===== config.mk =====
export PLATFORM = sky130hd
export DESIGN_NAME = keymatrix_emu
export DESIGN_NICKNAME = d
export VERILOG_FILES = /design/src/rtl/keymatrix_pkg.sv /design/src/rtl/keymatrix_fifo.sv /design/src/rtl/keymatrix_pacer.sv /design/src/rtl/keymatrix_map.sv /design/src/rtl/keymatrix_emu.sv
export SDC_FILE = /design/constraint.sdc
export NUM_CORES = 2
export LEC_CHECK = 0
export BUFFER_PORTS_ARGS = -buffer_cell sky130_fd_sc_hd__buf_2
export CAP_MARGIN = 20
export CORE_AREA = 3 3 329 331
export DETAILED_ROUTE_END_ITERATION = 8
export DIE_AREA = 0 0 332 334
export GPL_TIMING_DRIVEN = 0
export HOLD_SLACK_MARGIN = 0.02
export MAX_ROUTING_LAYER = met4
export PLACE_DENSITY = 0.74
export SYNTH_ARGS = -nofsm -noshare
export SYNTH_HDL_FRONTEND = slang
export SYNTH_HIERARCHICAL = 1
export SYNTH_SLANG_ARGS = --single-unit

===== constraint.sdc =====
create_clock -name clk -period 6.9 [get_ports clk]
set_clock_uncertainty 0.2 [all_clocks]
set_input_delay 0.345 -clock clk [delete_from_list [all_inputs] [get_ports clk]]
set_output_delay 0.345 -clock clk [all_outputs]
set_load 0.01 [all_outputs]

===== src/rtl/keymatrix_pkg.sv =====
// Package: shared encodings for the key matrix emulator.
// Assumes the table entry layout is fixed: row field above column field.
package keymatrix_pkg;
    localparam int ROW_W    = 3;
    localparam int COL_W    = 4;
    localparam int ENTRY_W  = 8;
    localparam int SPEC_ROW = 7;

    typedef struct packed {
        logic             spare;
        logic [ROW_W-1:0] row;
        logic [COL_W-1:0] col;
    } entry_t;

    localparam entry_t UNMAPPED = entry_t'(8'hFF);
endpackage


===== src/rtl/keymatrix_fifo.sv =====
// Module: event queue with sticky overflow.
// Holds DEPTH codes; a push while full is dropped and sets the flag.
// Assumes DEPTH is a power of two so pointers wrap naturally.
module keymatrix_fifo #(
    parameter int DEPTH = 16,
    parameter int W     = 8,
    localparam int AW   = $clog2(DEPTH),
    localparam int CW   = AW + 1
) (
    input  logic          clk,
    input  logic          rst_n,
    input  logic          flush_i,
    input  logic          push_i,
    input  logic [W-1:0]  data_i,
    input  logic          pop_i,
    output logic [W-1:0]  head_o,
    output logic          empty_o,
    output logic [CW-1:0] count_o,
    output logic          ovf_o
);
    logic [W-1:0]  mem [DEPTH];
    logic [AW-1:0] wr_ptr;
    logic [AW-1:0] rd_ptr;
    logic          full;
    logic          do_push;
    logic          do_pop;

    assign full    = (count_o == CW'(DEPTH));
    assign empty_o = (count_o == '0);
    assign do_push = push_i && !full;
    assign do_pop  = pop_i && !empty_o;
    assign head_o  = mem[rd_ptr];

    // Purpose: store accepted codes in the slot the write pointer names.
    always_ff @(posedge clk) begin
        if (do_push && rst_n && !flush_i) begin
            mem[wr_ptr] <= data_i;
        end
    end

    // Purpose: advance pointers, keep the count and latch overflow.
    always_ff @(posedge clk) begin
        if (!rst_n || flush_i) begin
            wr_ptr  <= '0;
            rd_ptr  <= '0;
            count_o <= '0;
            ovf_o   <= 1'b0;
        end else begin
            if (do_push) wr_ptr <= wr_ptr + 1'b1;
            if (do_pop)  rd_ptr <= rd_ptr + 1'b1;
            count_o <= count_o + CW'(do_push) - CW'(do_pop);
            if (push_i && full) ovf_o <= 1'b1;
        end
    end
endmodule


===== src/rtl/keymatrix_pacer.sv =====
// Module: tick generator; one tick every div_i+1 cycles.
// Assumes div_i may change at any time; a count at or above it ticks.
module keymatrix_pacer #(
    parameter int DIV_W = 16
) (
    input  logic             clk,
    input  logic             rst_n,
    input  logic [DIV_W-1:0] div_i,
    output logic             tick_o
);
    logic [DIV_W-1:0] cnt;

    assign tick_o = (cnt >= div_i);

    // Purpose: count cycles and restart after each tick.
    always_ff @(posedge clk) begin
        if (!rst_n || tick_o) cnt <= '0;
        else                  cnt <= cnt + 1'b1;
    end
endmodule


===== src/rtl/keymatrix_map.sv =====
// Module: translation table plus held-key state for matrix and special lines.
// Assumes the table is written only while no event is being applied.
module keymatrix_map
    import keymatrix_pkg::*;
#(
    parameter int N_ROWS    = 7,
    parameter int N_COLS    = 11,
    parameter int N_SPECIAL = 5,
    parameter int IDX_W     = 7,
    localparam int DEPTH    = 2 ** IDX_W
) (
    input  logic                          clk,
    input  logic                          rst_n,
    input  logic                          restore_i,
    input  logic                          tbl_we_i,
    input  logic [IDX_W-1:0]              tbl_idx_i,
    input  logic [ENTRY_W-1:0]            tbl_data_i,
    input  logic                          apply_i,
    input  logic [IDX_W:0]                code_i,
    output logic [N_ROWS-1:0][N_COLS-1:0] cells_o,
    output logic [N_SPECIAL-1:0]          spec_o
);
    entry_t tbl [DEPTH];
    entry_t ent;
    logic   press;
    logic   mapped;
    logic   hit_mtx;
    logic   hit_spec;

    assign ent      = tbl[code_i[IDX_W-1:0]];
    assign press    = !code_i[IDX_W];
    assign mapped   = (ent != UNMAPPED);
    assign hit_mtx  = mapped && (int'(ent.row) < N_ROWS) && (int'(ent.col) < N_COLS);
    assign hit_spec = mapped && (int'(ent.row) == SPEC_ROW) && (int'(ent.col) < N_SPECIAL);

    // Purpose: clear the table at reset, then accept index/data writes.
    always_ff @(posedge clk) begin
        if (!rst_n) begin
            for (int i = 0; i < DEPTH; i++) tbl[i] <= UNMAPPED;
        end else if (tbl_we_i) begin
            tbl[tbl_idx_i] <= entry_t'(tbl_data_i);
        end
    end

    // Purpose: set or clear the one matrix cell the applied event names.
    always_ff @(posedge clk) begin
        if (!rst_n || restore_i) begin
            cells_o <= '0;
        end else if (apply_i && hit_mtx) begin
            for (int r = 0; r < N_ROWS; r++) begin
                for (int c = 0; c < N_COLS; c++) begin
                    if (ent.row == ROW_W'(r) && ent.col == COL_W'(c)) cells_o[r][c] <= press;
                end
            end
        end
    end

    // Purpose: hold the press state of each special line.
    always_ff @(posedge clk) begin
        if (!rst_n) begin
            spec_o <= '0;
        end else if (apply_i && hit_spec && !restore_i) begin
            for (int n = 0; n < N_SPECIAL; n++) begin
                if (ent.col == COL_W'(n)) spec_o[n] <= press;
            end
        end
    end
endmodule


===== src/rtl/keymatrix_emu.sv =====
// Module: top of the key matrix emulator.
// Queues event codes, applies one per tick, and answers host strobes
// combinationally on the sense lines. Assumes strobes are active high.
module keymatrix_emu
    import keymatrix_pkg::*;
#(
    parameter int N_ROWS     = 7,
    parameter int N_COLS     = 11,
    parameter int N_SPECIAL  = 5,
    parameter int IDX_W      = 7,
    parameter int FIFO_DEPTH = 16,
    parameter int DIV_W      = 16,
    localparam int CODE_W    = IDX_W + 1,
    localparam int CNT_W     = $clog2(FIFO_DEPTH) + 1
) (
    input  logic                 clk,
    input  logic                 rst_n,
    input  logic                 ev_valid_i,
    input  logic [CODE_W-1:0]    ev_code_i,
    input  logic                 restore_i,
    input  logic [DIV_W-1:0]     tick_div_i,
    input  logic                 tbl_we_i,
    input  logic [IDX_W-1:0]     tbl_idx_i,
    input  logic [ENTRY_W-1:0]   tbl_data_i,
    input  logic [N_SPECIAL-1:0] invert_i,
    input  logic [N_COLS-1:0]    strobe_i,
    output logic [N_ROWS-1:0]    sense_o,
    output logic [N_SPECIAL-1:0] special_o,
    output logic                 overflow_o
);
    logic                          tick_w;
    logic                          fifo_empty_w;
    logic [CODE_W-1:0]             head_w;
    logic [CNT_W-1:0]              fifo_cnt_w;
    logic                          apply_w;
    logic [N_ROWS-1:0][N_COLS-1:0] cells_w;
    logic [N_SPECIAL-1:0]          spec_w;

    assign apply_w = tick_w && !fifo_empty_w;

    keymatrix_pacer #(.DIV_W(DIV_W)) u_pacer (
        .clk    (clk),
        .rst_n  (rst_n),
        .div_i  (tick_div_i),
        .tick_o (tick_w)
    );

    keymatrix_fifo #(.DEPTH(FIFO_DEPTH), .W(CODE_W)) u_fifo (
        .clk     (clk),
        .rst_n   (rst_n),
        .flush_i (restore_i),
        .push_i  (ev_valid_i),
        .data_i  (ev_code_i),
        .pop_i   (tick_w),
        .head_o  (head_w),
        .empty_o (fifo_empty_w),
        .count_o (fifo_cnt_w),
        .ovf_o   (overflow_o)
    );

    keymatrix_map #(
        .N_ROWS(N_ROWS), .N_COLS(N_COLS), .N_SPECIAL(N_SPECIAL), .IDX_W(IDX_W)
    ) u_map (
        .clk        (clk),
        .rst_n      (rst_n),
        .restore_i  (restore_i),
        .tbl_we_i   (tbl_we_i),
        .tbl_idx_i  (tbl_idx_i),
        .tbl_data_i (tbl_data_i),
        .apply_i    (apply_w),
        .code_i     (head_w),
        .cells_o    (cells_w),
        .spec_o     (spec_w)
    );

    // Purpose: one sense line per row, high when a held key meets a strobe.
    for (genvar r = 0; r < N_ROWS; r++) begin : g_sense
        assign sense_o[r] = |(cells_w[r] & strobe_i);
    end

    // Purpose: special lines carry held state through the polarity mask.
    assign special_o = spec_w ^ invert_i;
endmodule


; After elaboration in Yosys (flattened, before gate mapping)
; Memories as Yosys holds them, arrays and structs flattened. A register that Yosys moved wholly into a read port is not among the register bits.
; Cells that the tools add are included.
[totals]
regBits = 112
mem_bits_rw = 1152
input_bits = 60
out_inout_bits = 13
word_cells = 325
memories = 2
[classes]
addsub = 5
magnitude_cmp = 4
n_eq_ne = 19
muxes = 11
n_bitwise = 8
n_reduce_logical = 189
[mem_list]
columns = name, depth, word_bits, read_ports, rd_ports_with_merged_regs, write_ports, line
row1 = u_map.tbl, 128, 8, 1, 0, 128, keymatrix_map.sv:23  ; entry_t tbl [DEPTH];
row2 = u_fifo.mem, 16, 8, 1, 1, 1, keymatrix_fifo.sv:21  ; logic [W-1:0] mem [DEPTH];
[op_table]
columns = cell, count
row1 = AND reduction 2 bit, 82
row2 = logical AND 1 bit, 89
row3 = AND 11 bit, 7
row4 = OR reduction 11 bit, 7
row5 = adder 16 x 1 -> 16 bit (second input constant), 1
row6 = == test 4 x 3 -> 1 bit (second input constant), 4
row7 = >= comparator 16 bit, 1
row8 = == test 4 bit (second input constant), 3
row9 = == test 3 bit (second input constant), 3
row10 = adder 4 x 1 -> 4 bit (second input constant), 2
row11 = == test 4 x 2 -> 1 bit (second input constant), 2
row12 = 2-to-1 mux 4 bit, 2
row13 = 2-to-1 mux 8 bit, 1
row14 = inequality test 8 bit (second input constant), 1
row15 = OR reduction 8 bit, 1
row16 = 2-to-1 mux 1 bit, 7
row17 = 2-to-1 mux 7 bit, 1
row18 = == test 3 x 1 -> 1 bit (second input constant), 2
row19 = == test 3 x 2 -> 1 bit (second input constant), 2
row20 = adder 5 x 1 -> 5 bit, 1
row21 = == test 5 bit (second input constant), 1
row22 = zero test 1 bit, 5
row23 = zero test 5 bit, 1
row24 = subtractor 5 x 1 -> 5 bit, 1
row25 = 8 further kinds, 9

; Depth between registers and ports, before layout
[depth]
depth_word = 7
mapped_depth = 20
depth_no_buf = 16

; By module
; Netlist, hierarchy kept.
[by_module_without_submodules]
columns = mod, instances, cells_each, area_per_inst_um2, seq_area_each_um2
row1 = keymatrix_map, 1, 3078, 45284.7, 28547.4
row2 = keymatrix_fifo, 1, 312, 5835.6, 4204.0
row3 = keymatrix_pacer, 1, 130, 1119.8, 320.3
row4 = keymatrix_emu, 1, 49, 416.6, 0.0

; Worst setup path before layout
; OpenSTA, ideal clock, no wires.
[synth_path]
path_kind = reg-to-reg
from = register (tool-made name)
to = register u_map/cells_o[4] (netlist name)
setup_time_ps = 128
arrival_time_ps = 4390
required_time_ps = 6572
slack_ps = 2182
stages_incl_launch_ff = 17
path_buffers = 5
period_less_slack_ps = 4718
path_cell_list = dfxtp_1 > buf_6 > buf_4 > mux4_2 > a22oi_1 > nand2_1 > clkbuf_1 > buf_6 > buf_2 > mux4_2 > mux4_2 > mux4_2 > mux2_2 > nor4b_4 > and4bb_1 > mux2i_1 > nor2_1
[synth_lines]
columns = item, line
row1 = end signal: indexed assignment, keymatrix_map.sv:52  ; if (ent.row == ROW_W'(r) && ent.col == COL_W'(c)) cells_o[r][c] <= press;
row2 = end: declaration, keymatrix_map.sv:20  ; output logic [N_ROWS-1:0][N_COLS-1:0] cells_o,

==> results.yml <==
detailed_routing:
  vias: 36316
  firstDrtPassIters: 9
  wl_per_cell_um: 34.6
  drc: 0
  dr_wl_met2_mm: 79.0
  vias_per_cell: 6.80
  drtIter0Drc: 6705
  finalWirelength_mm: 185
  wl_met1_mm: 61.0
  wl_met3_mm: 30.7
  top_layer_used: "met4"
  ant_nets: 0
clock_network:
  h-tree-depth: 3
  clkSinkCount: 1140
  clk-insertion-delay-late_ps: 730
  cts.clk_slew.worst_paths_ps: 60
  cts_tree: "done"
  cts_root_buf: "clkbuf_16"
  post_cts_buffers: 0
  clk_path_buf_depth: 3
  cts_made_buffers: 113
worst_setup_path:
  start_kind: "flip-flop"
  path_max_fanout: 10
  critPathKind: "reg -> reg"
  arrival_ps: 7520
  end_kind: "flip-flop"
  critPathRequiredTime_ps: 7310
flow_run:
  cap_viol_max_count: 0
yosys:
  async_flop_share_pct: 0
  syn-num-nets: 3658
  synth_area_leaders: "edfxtp_1 (58%), mux4_2 (13%), or2_2 (5.3%)"
  syn_area_um2: 52700
  syn_inst: 3569
  synth_ff_type: "edfxtp_1"
  synth_edf_count: 1024
  ys_seq_elements: 1140
  synth.avg_cell_area_um2: 14.8
  synth.distinct_cells: 77
  seq_area_frac_synth_pct: 62.8
  synth_top_area_share_pct: 58.4
  synth_largest_area_cell: "edfxtp_1"
  yosysWarningCount: 6
place:
  place_area_um2: 55100
  gp_congestion: 1.05
  hpwl_mm: 127
  io_buffers: 64
  pre_cts_ws_ps: -203
timing:
  tightest_slew_ps: 1360
  fin_ws_ps: -211
  fmax_ghz: 0.141
  fin_crit_ps: 7110
  finalCritPeriodShare_pct: 103
  setup_viol: 33
  finalMaxSlewViolations: 0
  slew_headroom_pct: 9.12
  hold_viol: 0
final_layout:
  final_common_cell: "edfxtp_1"
  mostFrequentLayoutCells: "edfxtp_1 (1024), or2_2 (448), or3_1 (429)"
  finish.utilization_pct: 56.1
  nets: 3921
  synthToLayoutAreaGrowth_pct: 12.2
  layout-drive-gt1-share_pct: 29.0
  postLayoutCellArea_um2: 59100
global_routing:
  grt_max_degree: 17
  track_usage_pct: 33.9
  grt_pass1_vias: 34634
  grt_remaining_overflow: 0
  grt_pass1_wl_mm: 256
  grt_antenna_before_repair: 20
power:
  power_density_nw_per_um2: 254
  leakage_nw: 18.8
  p_total_mw: 15.0
  ir_drop_v: 0.000228
worst_hold_path:
  hold_path_class: "in -> reg"
die:
  rows: 119
  start_util_pct: 50.0
  die_w_um: 332
  pin_count: 73
  dieArea_um2: 111000
  core_um2: 105000
  die_h_um: 334
status:
  status: "finished, violations left"
  violations: "setup timing"
[registers in the layout, indices dropped and copies added, names as in the netlist, named ones only]
signal          cells
u_map/spec_o        5
u_fifo/rd_ptr       4
u_map/tbl         896
u_fifo/wr_ptr       4
u_fifo/count_o      5
u_map/cells_o      77
u_fifo/mem        128
u_fifo/ovf_o        1
u_pacer/cnt        16
[power breakdown]
part	internal, mW	total, mW	switching [mW]
Clock	3.29	5.95	2.66
Combinational	0.363	1.20	0.839
Sequential	7.79	7.89	0.101
Total	11.4	15.0	3.60
[per-stage QoR]
stage          instances  setup TNS [ps]  hold WS, ps
2_1_floorplan       3569               0          233
4_1_cts             5288               0         92.3
5_1_grt             5331           -34.6          149
3_5_place_dp        5062           -3310          247
3_3_place_gp        5024          -31960          247
6_report            5337           -2160          115
[path summary, 6_finish.rpt]
| path | startpoint | to | slack [ps] | cells after the start |
|---|---|---|---|---|
| setup / recovery | flip-flop | u_map/cells_o[18] | -210 | 17 |
| hold / removal | tick_div_i[3] | u_pacer/cnt[11] | 120 | 6 |
| setup reg to reg | flip-flop | u_map/cells_o[18] | -210 | 17 |
| hold reg to reg | u_map/cells_o[0] | u_map/cells_o[0] | 260 | 2 |
[timing repair]
| item | CTS | global route |
|---|---|---|
| hold buffers | 16 | 0 |
| resized for setup | 1 | 3 |
| endpoints found under the hold margin | 151 | 0 |
| setup endpoints to repair | 58 | 35 |
[worst max-delay path, stage by stage, from the launching register on]
cell,delay [ps]
dfxtp_1,440
buf_2,320
mux4_2,280
a22oi_1,100
nand2_1,140
clkbuf_1,580
clkbuf_1,940
clkbuf_1,1000
mux2i_1,550
a22o_1,240
nor4b_1,50
nor4_1,450
buf_2,300
clkbuf_1,370
and3_1,220
clkbuf_1,350
a21oi_1,140
a311oi_1,280
[cell usage after synthesis (all sizes together) (9+ instances only)]
cell / count
nand2: 201
mux2i: 48
dfxtp: 116
and3: 15
xnor2: 10
nand2b: 45
nand4: 11
o21ai: 67
nor3: 18
ha: 28
and2: 27
clkbuf: 286
inv: 30
edfxtp: 1024
nor2: 75
mux4: 311
a311oi: 47
a22o: 14
a31oi: 9
xor2: 18
a22oi: 25
buf: 62
nor2b: 22
or2: 448
nand3: 36
or3: 429
a221oi: 13
a21oi: 61
[area by class of cell]
type | count | area (um2)
antenna | 19 | 47.5
inverter | 31 | 116
buffer | 351 | 1500
tap | 1391 | 1740
multi-input combinational | 2047 | 18000
clock inverter | 61 | 524
sequential | 1140 | 33100
fill | 8277 | 46300
clock buffer | 149 | 3000
timing repair buffer | 148 | 1100
[cell families after synthesis]
kind of cell | share of synthesized area [%]
xor+xnor | 0.466
simple gates | 15.2
fa+ha+maj | 0.703
flops | 62.8
buf+inv | 3.01
mux | 14.4
compound gates | 3.33
[routing by layer]
metal,global-route usage [%],vias up
met1,41.1,18006
met5,-,-
met2,48.0,3311
met3,13.5,794
li1,-,14205
met4,19.9,0
Power figures use the tool's default switching activity.
